## config.mk

```make
export PLATFORM = sky130hd
export DESIGN_NAME = bc_gpio_slot_mapper
export DESIGN_NICKNAME = d
export VERILOG_FILES = /design/src/rtl/bcgm_pkg.sv /design/src/rtl/bcgm_sync.sv /design/src/rtl/bcgm_slot_mux.sv /design/src/rtl/bcgm_port_frame.sv /design/src/rtl/bc_gpio_slot_mapper.sv
export SDC_FILE = /design/constraint.sdc
export NUM_CORES = 1
export LEC_CHECK = 0
export CAP_MARGIN = 20
export CORE_ASPECT_RATIO = 0.8
export CORE_MARGIN = 1
export CORE_UTILIZATION = 50
export DETAILED_ROUTE_END_ITERATION = 10
export HOLD_SLACK_MARGIN = 0.06
export PLACE_DENSITY = 0.69
export SYNTH_ARGS = -nofsm -noshare
export SYNTH_HDL_FRONTEND = slang
export SYNTH_SLANG_ARGS = --single-unit
```

## constraint.sdc

```tcl
create_clock -name clk_i -period 5.25 [get_ports clk_i]
set_input_delay 0.525 -clock clk_i [delete_from_list [all_inputs] [get_ports clk_i]]
set_output_delay 0.525 -clock clk_i [all_outputs]
set_load 0.1 [all_outputs]
```

## src/rtl/bcgm_pkg.sv

```systemverilog
package bcgm_pkg;
  localparam int SEL_W      = 4;
  localparam int REG_W      = 8;
  localparam int SLOTS_PER_REG = REG_W / SEL_W;
  localparam logic [REG_W-1:0] CFG_RST = 8'h99;
endpackage

```

## src/rtl/bcgm_sync.sv

```systemverilog
module bcgm_sync #(
  parameter int W = 7
) (
  input  logic         clk_i,
  input  logic         rst_ni,
  input  logic [W-1:0] d_i,
  output logic [W-1:0] q_o
);
  logic [W-1:0] meta_q, sync_q;

  always_ff @(posedge clk_i or negedge rst_ni) begin
    if (!rst_ni) begin
      meta_q <= '0;
      sync_q <= '0;
    end else begin
      meta_q <= d_i;
      sync_q <= meta_q;
    end
  end

  assign q_o = sync_q;
endmodule

```

## src/rtl/bcgm_slot_mux.sv

```systemverilog
module bcgm_slot_mux
  import bcgm_pkg::*;
#(
  parameter int NUM_GPIO = 7
) (
  input  logic [SEL_W-1:0]    sel_i,
  input  logic [NUM_GPIO-1:0] gpio_i,
  input  logic                fs_int_i,
  input  logic                fs_ext_i,
  output logic                bit_o
);
  localparam int NSRC      = 2 ** SEL_W;
  localparam int CODE_FSI  = NUM_GPIO;
  localparam int CODE_FSE  = NUM_GPIO + 1;
  localparam int CODE_ONE  = NUM_GPIO + 3;

  logic [NSRC-1:0] src;

  always_comb begin
    src = '0;
    src[NUM_GPIO-1:0] = gpio_i;
    src[CODE_FSI]     = fs_int_i;
    src[CODE_FSE]     = fs_ext_i;
    src[CODE_ONE]     = 1'b1;
  end

  assign bit_o = src[sel_i];
endmodule

```

## src/rtl/bcgm_port_frame.sv

```systemverilog
module bcgm_port_frame
  import bcgm_pkg::*;
#(
  parameter int NUM_GPIO   = 7,
  parameter int NUM_SLOTS  = 4,
  parameter int FRAME_BITS = 30
) (
  input  logic                       clk_i,
  input  logic                       rst_ni,
  input  logic                       bit_en_i,
  input  logic [NUM_SLOTS*SEL_W-1:0] sel_i,
  input  logic [NUM_GPIO-1:0]        gpio_i,
  input  logic                       fs_int_i,
  input  logic                       fs_ext_i,
  output logic [NUM_SLOTS-1:0]       slot_o,
  output logic                       strobe_o
);
  localparam int CNT_W = $clog2(FRAME_BITS);
  localparam logic [CNT_W-1:0] LAST = CNT_W'(FRAME_BITS - 1);

  logic [CNT_W-1:0]     bit_cnt_q;
  logic [NUM_SLOTS-1:0] pick, slot_q;
  logic                 capture, strobe_q;

  assign capture = bit_en_i && (bit_cnt_q == '0);

  always_ff @(posedge clk_i or negedge rst_ni) begin
    if (!rst_ni)         bit_cnt_q <= '0;
    else if (bit_en_i)   bit_cnt_q <= (bit_cnt_q == LAST) ? '0 : bit_cnt_q + 1'b1;
  end

  for (genvar s = 0; s < NUM_SLOTS; s++) begin : g_slot
    bcgm_slot_mux #(.NUM_GPIO(NUM_GPIO)) u_mux (
      .sel_i    (sel_i[s*SEL_W +: SEL_W]),
      .gpio_i   (gpio_i),
      .fs_int_i (fs_int_i),
      .fs_ext_i (fs_ext_i),
      .bit_o    (pick[s])
    );
  end

  always_ff @(posedge clk_i or negedge rst_ni) begin
    if (!rst_ni) begin
      slot_q   <= '0;
      strobe_q <= 1'b0;
    end else begin
      strobe_q <= capture;
      if (capture) slot_q <= pick;
    end
  end

  assign slot_o   = slot_q;
  assign strobe_o = strobe_q;
endmodule

```

## src/rtl/bc_gpio_slot_mapper.sv

```systemverilog
module bc_gpio_slot_mapper
  import bcgm_pkg::*;
#(
  parameter int NUM_PORTS  = 4,
  parameter int NUM_GPIO   = 7,
  parameter int FRAME_BITS = 30,
  localparam int NUM_SLOTS = 4,
  localparam int PORT_W    = (NUM_PORTS > 1) ? $clog2(NUM_PORTS) : 1
) (
  input  logic                          clk_i,
  input  logic                          rst_ni,
  input  logic [NUM_GPIO-1:0]           gpio_i,
  input  logic                          fsync_int_i,
  input  logic                          fsync_ext_i,
  input  logic [NUM_PORTS-1:0]          bit_en_i,
  input  logic                          reg_we_i,
  input  logic [PORT_W-1:0]             reg_port_i,
  input  logic                          reg_idx_i,
  input  logic [REG_W-1:0]              reg_wdata_i,
  output logic [REG_W-1:0]              reg_rdata_o,
  output logic [NUM_PORTS*NUM_SLOTS-1:0] slot_o,
  output logic [NUM_PORTS-1:0]          frame_strobe_o
);
  localparam int NUM_REGS = NUM_SLOTS / SLOTS_PER_REG;

  logic [REG_W-1:0]    cfg_q [NUM_PORTS][NUM_REGS];
  logic [NUM_GPIO-1:0] gpio_s;

  bcgm_sync #(.W(NUM_GPIO)) u_sync (
    .clk_i  (clk_i),
    .rst_ni (rst_ni),
    .d_i    (gpio_i),
    .q_o    (gpio_s)
  );

  for (genvar p = 0; p < NUM_PORTS; p++) begin : g_port
    logic [NUM_SLOTS*SEL_W-1:0] sel;

    for (genvar r = 0; r < NUM_REGS; r++) begin : g_reg
      always_ff @(posedge clk_i or negedge rst_ni) begin
        if (!rst_ni)
          cfg_q[p][r] <= CFG_RST;
        else if (reg_we_i && (int'(reg_port_i) == p) && (int'(reg_idx_i) == r))
          cfg_q[p][r] <= reg_wdata_i;
      end
      assign sel[r*REG_W +: REG_W] = cfg_q[p][r];
    end

    bcgm_port_frame #(
      .NUM_GPIO   (NUM_GPIO),
      .NUM_SLOTS  (NUM_SLOTS),
      .FRAME_BITS (FRAME_BITS)
    ) u_frame (
      .clk_i    (clk_i),
      .rst_ni   (rst_ni),
      .bit_en_i (bit_en_i[p]),
      .sel_i    (sel),
      .gpio_i   (gpio_s),
      .fs_int_i (fsync_int_i),
      .fs_ext_i (fsync_ext_i),
      .slot_o   (slot_o[p*NUM_SLOTS +: NUM_SLOTS]),
      .strobe_o (frame_strobe_o[p])
    );
  end

  always_comb begin
    reg_rdata_o = '0;
    for (int p = 0; p < NUM_PORTS; p++)
      if (int'(reg_port_i) == p) reg_rdata_o = cfg_q[p][reg_idx_i];
  end
endmodule

```

; ---- Word-level counts from Yosys, hierarchy flattened
; Index checks and enable logic that the tools add are counted.
[classes]
magnitude_cmp = 17
n_mux = 52
n_reduce_logical = 21
bitwise = 2
add_sub_neg = 4
n_eq_ne = 7
[ops]
columns = op, count
row1 = 8-bit two-way mux, 16
row2 = 4-bit by 5-bit less-than comparator with 1-bit output (second input constant), 16
row3 = 1-bit binary-select mux with 4-bit select, 16
row4 = 5-bit by 1-bit adder with 5-bit output (second input constant), 4
row5 = 5-bit equality test (second input constant), 4
row6 = 5-bit logical NOT, 4
row7 = 5-bit two-way mux, 4
row8 = 1-bit logical AND, 16
row9 = 1-bit two-way mux, 16
row10 = 2-bit equality test (second input constant), 2
row11 = 2-bit by 1-bit equality test with 1-bit output (second input constant), 1
row12 = 2-bit greater-or-equal comparator (second input constant), 1
row13 = 2-bit logical NOT, 1
row14 = 1-bit inverter with 2-bit output, 1
row15 = 1-bit inverter, 1
[totals]
elab_cells = 125
out_inout_bits = 28
register_bits = 118
inputBits = 27

; ---- Depth between registers and ports, before layout
[logic_depth]
depth_word = 8
depth_mapped = 6
depth_no_buf = 6

; ---- Hierarchy
; A second synthesis with hierarchy kept.
[unflattened]
hier_cells = 524
hier_area_um2 = 6736.5
[modules_own_cells]
columns = mod, seq_area_each_um2, area_each_um2, n_inst, cells_per_inst
row1 = bc_gpio_slot_mapper, 1641.6, 3052.9, 1, 170
row2 = bcgm_port_frame, 250.2, 498.0, 4, 41
row3 = bcgm_slot_mux, 0.0, 83.8, 16, 11
row4 = bcgm_sync, 350.3, 350.3, 1, 14

; ---- Worst setup path before layout
; OpenSTA, ideal clock, no wires.
[synth_timing]
kind = input-to-output
start = in reg_port_i[1]
end = out reg_rdata_o[0]
path_stages = 4
arrival_ps = 1764
slack_ps = 2961
n_path_buf = 2
required_time_ps = 4725
cell_sequence = buf_2 -> buf_4 -> mux4_2 -> mux2_2
[synth_between]
elab_chain_cells = 5
elab_cells_between_ends = 8
cone_classes = eq/ne (3) / mux (4) / reduce/logical (1)
[synth_lines]
columns = item, line
row1 = start: declaration, bc_gpio_slot_mapper.sv:17  ; input logic [PORT_W-1:0] reg_port_i,
row2 = 2-bit logical NOT, bc_gpio_slot_mapper.sv:69  ; if (int'(reg_port_i) == p) reg_rdata_o = cfg_q[p][reg_idx_i];
row3 = 8-bit two-way mux (3 in series), bc_gpio_slot_mapper.sv:69
row4 = 8-bit two-way mux (*), bc_gpio_slot_mapper.sv:69
row5 = end: declaration, bc_gpio_slot_mapper.sv:20  ; output logic [REG_W-1:0] reg_rdata_o,
; Every way passes the cells marked *; elsewhere a longest branch is shown, timed or not.

; ---- Worst setup path in the final report
[layout_timing]
start = in reg_port_i[0]
end = out reg_rdata_o[1]
; The elaborated chain is that of the path after synthesis.

==> flow_metrics.tcl <==
set metrics [dict create \
    final_common_cell "dfrtp_1" \
    cts-buffers-inserted 17 \
    core_region_area_um2 12800 \
    grt_setup_unrepaired "false" \
    cts_tree "yes" \
    final_antenna_net_count 0 \
    combPwrFrac 0.364 \
    wl_um 16600 \
    p_clk_frac 0.261 \
    cts_root_buf "clkbuf_16" \
    p_seq_frac 0.375 \
    drv_cap 0 \
    cts.sinks 118 \
    power.switching_mw 1.73 \
    hold_class "primary input to asynchronous set/reset pin" \
    maxClockFrequency_mhz 250 \
    required_ps 4720 \
    hold_viol 0 \
    antenna_found_initial 0 \
    final_nets 614 \
    grt_pass1_wl_um 26700 \
    cp-end-kind "output pin" \
    clkLatencyLatePin_ps 420 \
    p_per_area_nw_per_um2 532 \
    post-cts-setup-buffers 0 \
    worst_slew_margin_rel 0.262 \
    drc 0 \
    cell_internal_pwr_mw 2.34 \
    layout_common_cells "86 x dfrtp_1, 64 x mux2_2, 53 x clkdlybuf4s50_1, 39 x nor2_1" \
    status "finished clean" \
    seq_area_frac_synth 0.457 \
    max-vdd-ir-drop_v 0.000303 \
    cp_max_fo 14 \
    synth_cells 544 \
    synth.distinct_cells 32 \
    vias 4810 \
    fillers 1003 \
    ys_ff_latch 118 \
    grt_max_degree 62 \
    grt-ovfl-total 0 \
    cts.path.max_buffers 2 \
    final.setup_skew_ps 9.29 \
    num_rows 37 \
    ys_warn_count 0 \
    grt_pass1_vias 4849 \
    worstMarginPinSlew_ps 1100 \
    slew_viol_final 0 \
    netlist_area_um2 6550 \
    ctsHoldBuffers 0 \
    drt_iter0_markers 492 \
    crit_path_start_kind "primary input" \
    dp_hpwl_um 10800 \
    die_w_um 130 \
    syn_avg_cell_area_um2 12.0 \
    grt_use_total 0.268 \
    setup_violations 0 \
    drtPass1Iterations 4 \
    fin_crit_sh 0.762 \
    antennaDiodeCount 0 \
    p_leak_nw 3.12 \
    fin_hold_ws_ps 159 \
    path_clk_slew_ps 60 \
    gp_congestion 0.875 \
    drive_gt1_frac 0.289 \
    fin_crit_ps 4000 \
    crit_type "primary input to output pin" \
    io_buffers 54 \
    synthesis.nets 583 \
    dieArea_um2 13600 \
    start_util 0.511 \
    swShare 0.426 \
    fp.dieH_um 104 \
    syn2layout_area_growth_pct 16.8 \
    htree_levels 4 \
    post_cts_resized 0 \
    wl_per_cell_um 21.7 \
    vias_per_cell 6.30 \
    fin_tns_setup_ps 0 \
    cp.arrival_ps 3470 \
    ios 55 \
]
-- flip-flops by register name, indices dropped and copies added, names as in the netlist --
register	flops
u_sync.q_o	7
g_port.u_frame.bit_cnt_q	20
g_port.u_frame.strobe_o	4
u_sync.meta_q	7
g_port.u_frame.slot_o	16
cfg_q	64
-- critical path, cell delays in order --
cell and delay, ps:
clkdlybuf4s50_1 800, buf_4 340, mux4_2 520, mux2_2 310, clkdlybuf4s50_1 970
-- Yosys cell counts (all sizes together) --
| cell | count | area (um^2) |
|---|---|---|
| o211ai | 32 | 240 |
| nor3 | 2 | 32.5 |
| nand2 | 19 | 71.3 |
| a31oi | 33 | 206 |
| dfstp | 32 | 841 |
| ha | 12 | 150 |
| dfrtp | 86 | 2150 |
| o22ai | 4 | 25.0 |
| o2111ai | 4 | 35.0 |
| o21ai | 23 | 115 |
| nor3b | 5 | 60.1 |
| mux2 | 64 | 721 |
| a21oi | 4 | 20.0 |
| nand4b | 3 | 45.0 |
| mux2i | 33 | 330 |
| inv | 28 | 105 |
| nor2 | 39 | 146 |
| nand4 | 5 | 37.5 |
| nor4b | 1 | 23.8 |
| clkbuf | 22 | 82.6 |
| buf | 23 | 139 |
| nand2b | 3 | 26.3 |
| and4 | 6 | 52.6 |
| mux4 | 32 | 736 |
| nand3 | 26 | 130 |
| a32o | 3 | 30.0 |
-- cell type report --
cell class / count / area, um^2 / area share
Clock buffer: 17 / 425 / 0.0556
Clock inverter: 15 / 119 / 0.0155
Inverter: 28 / 105 / 0.0137
Multi-Input combinational cell: 353 / 3230 / 0.422
Sequential cell: 118 / 2990 / 0.391
Tap cell: 175 / 219 / 0.0286
Timing Repair Buffer: 57 / 561 / 0.0732
-- stage by stage --
step                cells  setup slack [ps]  power, mW   util  cell area (um^2)
floorplan             544              2960       2.62      -              6550
global placement      731              1350       2.96  0.555              7110
detailed placement    731              1270       3.01  0.555              7110
CTS                   763              1270       4.09  0.597              7660
global route          763              1150       4.27  0.597              7660
finish                763              1250       4.08  0.597              7660
-- power groups by stage --
stage | logic (mW) | clock network, mW | registers (mW)
6_report | 1.48 | 1.07 | 1.53
5_1_grt | 1.58 | 1.13 | 1.56
4_1_cts | 1.49 | 1.08 | 1.52
3_5_place_dp | 1.48 | 0 | 1.53
3_3_place_gp | 1.44 | 0 | 1.51
2_1_floorplan | 0.799 | 0 | 1.82
-- cells by family after synthesis --
logic type | Yosys count | synth area share
muxes | 129 | 0.273
DFF | 118 | 0.457
and+or+nand+nor | 109 | 0.0955
AOI/OAI and AO/OA | 103 | 0.103
buffers and inverters | 73 | 0.0498
adders and majority gates | 12 | 0.0229
-- per-layer routing --
metal,share of wire,GRT usage,wire [um]
met5,0,0,0
met1,0.45,0.384,7530
met3,0.061,0.0586,1020
met4,0.024,0.116,404
met2,0.46,0.389,7610
-- final timing paths --
kind | from | end | slack (ps) | cells past startpoint
min in group clk_i | u_sync.meta_q[6] | u_sync.q_o[6] | 350 | 0
setup / recovery | reg_port_i[0] | reg_rdata_o[1] | 1250 | 5
hold reg to reg | u_sync.meta_q[6] | u_sync.q_o[6] | 350 | 0
setup reg to reg | u_sync.q_o[1] | g_port[3].u_frame.slot_o[0] | 3470 | 3
hold / removal | rst_ni | g_port[1].u_frame.bit_cnt_q[0] | 160 | 1
max in group asynchronous | rst_ni | g_port[1].u_frame.slot_o[3] | 3820 | 2
Note: power is estimated with default switching activity, not from simulation.
